**config.mk**
```make
export PLATFORM = sky130hd
export DESIGN_NAME = mode_shift_reg
export DESIGN_NICKNAME = d
export VERILOG_FILES = /design/src/rtl/shreg_pkg.sv /design/src/rtl/strobe_edge.sv /design/src/rtl/mode_gate.sv /design/src/rtl/shift_stage.sv /design/src/rtl/mode_shift_reg.sv
export SDC_FILE = /design/constraint.sdc
export NUM_CORES = 1
export LEC_CHECK = 0
export BUFFER_PORTS_ARGS = -buffer_cell sky130_fd_sc_hd__buf_4
export CAP_MARGIN = 20
export CORE_AREA = 2 2 39 41
export DETAILED_ROUTE_END_ITERATION = 10
export DIE_AREA = 0 0 41 43
export PLACE_DENSITY = 0.46
export RECOVER_POWER = 50
export SLEW_MARGIN = 10
export SYNTH_ARGS = -nofsm -noshare
export SYNTH_HDL_FRONTEND = slang
export SYNTH_HIERARCHICAL = 1
export SYNTH_SLANG_ARGS = --single-unit
```
**constraint.sdc**
```tcl
create_clock -name clk -period 1.2 [get_ports clk]
set_input_delay 0.06 -clock clk [delete_from_list [all_inputs] [get_ports clk]]
set_output_delay 0.06 -clock clk [all_outputs]
set_load 0.005 [all_outputs]
```
**src/rtl/shreg_pkg.sv**
```systemverilog
package shreg_pkg;
   typedef enum logic {
      MODE_SHIFT = 1'b0,
      MODE_LOAD  = 1'b1
   } shreg_mode_e;
endpackage

```
**src/rtl/strobe_edge.sv**
```systemverilog
module strobe_edge #(
   parameter bit RISING = 1'b1
) (
   input  logic clk,
   input  logic strobe,
   output logic pulse
);
   logic prev_q;

   // Tracks the strobe through reset as well, so a level held across reset is no edge.
   always_ff @(posedge clk) begin
      prev_q <= strobe;
   end

   generate
      if (RISING) begin : g_rise
         assign pulse = strobe & ~prev_q;
      end else begin : g_fall
         assign pulse = ~strobe & prev_q;
      end
   endgenerate
endmodule

```
**src/rtl/mode_gate.sv**
```systemverilog
module mode_gate
   import shreg_pkg::*;
(
   input  logic clk,
   input  logic rst,
   input  logic mode_sel,
   input  logic shift_pulse,
   input  logic load_pulse,
   output logic shift_en,
   output logic load_en
);
   shreg_mode_e mode;

   assign mode     = shreg_mode_e'(mode_sel);
   assign shift_en = shift_pulse & (mode == MODE_SHIFT);
   assign load_en  = load_pulse  & (mode == MODE_LOAD);

   // At most one operation reaches the stages in a cycle.
   p_one_op_r7: assert property (@(posedge clk) disable iff (rst)
      $onehot0({shift_en, load_en}))
      else $error("both enables active");

   // A shift enable never occurs in load mode.
   p_shift_mode_r4: assert property (@(posedge clk) disable iff (rst)
      shift_en |-> !mode_sel)
      else $error("shift enabled in load mode");

   // A load enable never occurs in shift mode.
   p_load_mode_r5: assert property (@(posedge clk) disable iff (rst)
      load_en |-> mode_sel)
      else $error("load enabled in shift mode");
endmodule

```
**src/rtl/shift_stage.sv**
```systemverilog
module shift_stage (
   input  logic clk,
   input  logic rst,
   input  logic nbr_bit,
   input  logic par_bit,
   input  logic shift_en,
   input  logic load_en,
   output logic q
);
   logic d_next;

   always_comb begin
      d_next = q;
      if (shift_en) d_next = nbr_bit;
      if (load_en)  d_next = par_bit;
   end

   always_ff @(posedge clk) begin
      if (rst) q <= 1'b0;
      else     q <= d_next;
   end
endmodule

```
**src/rtl/mode_shift_reg.sv**
```systemverilog
module mode_shift_reg #(
   parameter int WIDTH        = 4,
   parameter bit RISING_EDGE  = 1'b1
) (
   input  logic             clk,
   input  logic             rst,
   input  logic             mode_sel,
   input  logic             ser_in,
   input  logic [WIDTH-1:0] par_in,
   input  logic             shift_strobe,
   input  logic             load_strobe,
   output logic [WIDTH-1:0] q
);
   localparam int LAST = WIDTH - 1;

   initial begin
      assert (WIDTH >= 2) else $error("WIDTH must be at least 2");
   end

   logic             shift_pulse, load_pulse;
   logic             shift_en, load_en;
   logic [WIDTH-1:0] nbr;

   strobe_edge #(.RISING(RISING_EDGE)) u_shift_edge (
      .clk(clk), .strobe(shift_strobe), .pulse(shift_pulse));

   strobe_edge #(.RISING(RISING_EDGE)) u_load_edge (
      .clk(clk), .strobe(load_strobe), .pulse(load_pulse));

   mode_gate u_gate (
      .clk(clk), .rst(rst), .mode_sel(mode_sel),
      .shift_pulse(shift_pulse), .load_pulse(load_pulse),
      .shift_en(shift_en), .load_en(load_en));

   assign nbr[0] = ser_in;

   generate
      for (genvar i = 1; i < WIDTH; i++) begin : g_link
         assign nbr[i] = q[i-1];
      end
      for (genvar i = 0; i < WIDTH; i++) begin : g_stage
         shift_stage u_stage (
            .clk(clk), .rst(rst),
            .nbr_bit(nbr[i]), .par_bit(par_in[i]),
            .shift_en(shift_en), .load_en(load_en),
            .q(q[i]));
      end
   endgenerate

   p_reset_clear_r1: assert property (@(posedge clk)
      rst |=> (q == '0))
      else $error("reset did not clear");

   p_load_r2: assert property (@(posedge clk) disable iff (rst)
      load_en |=> (q == $past(par_in)))
      else $error("load mismatch");

   p_shift_r3: assert property (@(posedge clk) disable iff (rst)
      shift_en |=> (q == {$past(q[LAST-1:0]), $past(ser_in)}))
      else $error("shift mismatch");

   p_hold_r6: assert property (@(posedge clk) disable iff (rst)
      (!shift_en && !load_en) |=> $stable(q))
      else $error("register changed without an operation");
endmodule

```
==> results.md <==
* M2 GR Usage at 11.88%
* CTS clk-pin slew, worst paths at 0.04 ns
* Vias in the first global route at 242
* Max clock buf depth at 2
* Fin cells at 60
* Via count at 247
* Synth Instances at 26
* Post-Synth Simple-Gate Area at 23.40%
* GRT met3 Usage at 7.853%
* Area after DPL at 411.6 µm²
* Initial antenna violation count at 0
* Placed insts at 55
* Routability cong. at 0.6507
* Crit path max fanout at 4
* Met1 GRT Util at 5.484%
* Largest net degree at the start of global routing at 9
* CTS resizes at 0
* Dpl hpwl at 459.1 µm
* Gr busiest metal: met2
* Footprint of the multi-input gates at 158.9 µm²
* Worst vdd ir at 486.5 µV
* Largest family of logic cells by synthesized area: simple AND/OR/NAND/NOR gates
* Flip-flop and latch area at 120.1 µm²
* Startpoint Class: flip-flop
* Complex-gate fraction of the synthesized area at 17.02%
* TritonCTS clock tree: done
* Worst hold path type: input port to flip-flop
* Worst skew pair latency at 0.24 ns
* First-pass GRT wire length at 828 µm
* Filler cell count at 143
* Relative slew slack at 88.23%
* # hold bufs at CTS at 2
* Synth Cell Area at 294.0 µm²
* Post-CTS setup buffer count at 0
* DRT Wirelength at 554 µm
* Critical Path RT at 1.32 ns
* Flops & latches, synth at 6
* Post-synthesis sequential area ratio at 40.85%
* Adder-Cell Fraction of Synth Area at 0%
* Clk sinks at 6
* Final net count at 56
* Post-Syn Area per Cell at 11.31 µm²
* DRC viols at 0
* Final Setup Violations at 0
* Worst Setup End Kind: flip-flop
* Slew @ Worst Pin at 0.1716 ns
* H-tree depth at 1
* Synthesis Warnings at 6
* Setup Skew at 0.002404 ns
* Clock Tree Root: clkbuf_4
* F_max at 940.6 MHz
* Share of layout cells above drive strength 1 at 54.55%
* Grt ovf at 0
* Setup tns final at 0 ns
* N_diodes at 0
* I/O Buffers at 13
* Vias per cell at 4.117
* Final instance area at 454.2 µm²
* Crit path DAT at 1.18 ns
* Die H at 43 µm
* Syn_nets at 36
* GRT Overall Usage at 7.638%
* Core area at 1384 µm²
* Hold Vio Cnt, Final at 0
* Status: finished, final reports clean
* Detailed Route Iter0 Violations at 1
* Die X at 41 µm
* Pleak at 0.1901 nW
* Tcrit/Tclk final at 88.59%
* Final ANT Viol Nets at 0
* # IOs at 14
* Initial Util at 21.25%
* Per-cell routed wire length at 9.233 µm
* Clock buffer count from CTS at 3
* Drt pass-1 iters at 2
* Commonest cells after routing, fill and taps aside: clkbuf_4, buf_4, dfxtp_1
* Area Overhead vs Synth at 54.47%
* Post-synthesis mux area share at 13.62%
* Netlist cell types at 8
* Crit path time final at 1.063 ns
* RSZ-0062 raised after global routing: false
* Die area at 1763 µm²
* Critical path class: flip-flop to flip-flop
* Max-cap violations at 0
* Pwr/cell area at 1057 nW/µm²
* Xor/xnor cell area share of the yosys netlist at 0%
* Slew Limit Fails at 0
* Row Count at 14
## critical path: stages, from the launching register on
cell and delay, ns:
dfxtp_1 0.32, nor2b_4 0.09, and2b_2 0.21, mux2i_1 0.24, a211oi_2 0.09
## power breakdown
part	leakage (nW)	internal [W]	switching (W)	total (W)
registers	0.0497	0.000212	0.00000833	0.000220
logic	0.127	0.0000523	0.0000258	0.0000781
clock network	0.0138	0.000113	0.0000688	0.000182
## per-layer routing
| layer | up-vias | wire (µm) |
|---|---|---|
| met5 | - | 0 |
| met4 | 0 | 0 |
| met3 | 0 | 57 |
| met2 | 8 | 300 |
| met1 | 115 | 196 |
| li1 | 124 | - |
## logic make-up after synthesis
kind of cell,count (synthesis)
buffers and inverters,4
AOI/OAI and AO/OA,4
muxes,4
DFF,6
and+or+nand+nor,8
## cell usage after synthesis (all sizes together)
cell / n / area, µm²
dfxtp: 6 / 120.1
inv: 4 / 15.01
and2b: 1 / 8.760
mux2i: 4 / 40.04
nor2b: 6 / 52.55
and2: 1 / 7.510
a211oi: 4 / 50.05
## layout make-up
cell class,count,share of cell area [%]
Multi-Input combinational cell,16,34.99
Sequential cell,6,26.45
Tap cell,16,4.408
Inverter,4,3.306
Clock buffer,3,4.959
Timing Repair Buffer,15,25.90
## stage by stage
step,util (%),setup WS [ns],hold slack (ns),power [W]
floorplan,-,0.2043,0.08772,0.0002567
global route,32.82,0.07289,0.006320,0.0005113
global placement,29.75,0.1444,0.1757,0.0002977
detailed placement,29.75,0.1354,0.1779,0.0002994
finish,32.82,0.1369,0.02158,0.0004800
CTS,32.82,0.1248,0.01017,0.0004956
## state kept, by name (all words and copies together) (netlist names)
signal	flops
g_stage.u_stage/q	4
u_load_edge/prev_q	1
u_shift_edge/prev_q	1
## worst paths after layout
| kind | startpoint | endpoint | slack [ns] | cells past startpoint |
|---|---|---|---|---|
| hold reg to reg | g_stage[0].u_stage/q | g_stage[0].u_stage/q | 0.59 | 2 |
| hold / removal | rst | g_stage[3].u_stage/q | 0.02 | 2 |
| setup reg to reg | u_shift_edge/prev_q | g_stage[2].u_stage/q | 0.14 | 4 |
| setup / recovery | u_shift_edge/prev_q | g_stage[2].u_stage/q | 0.14 | 4 |
No activity file was read; power rests on OpenSTA's default activity.
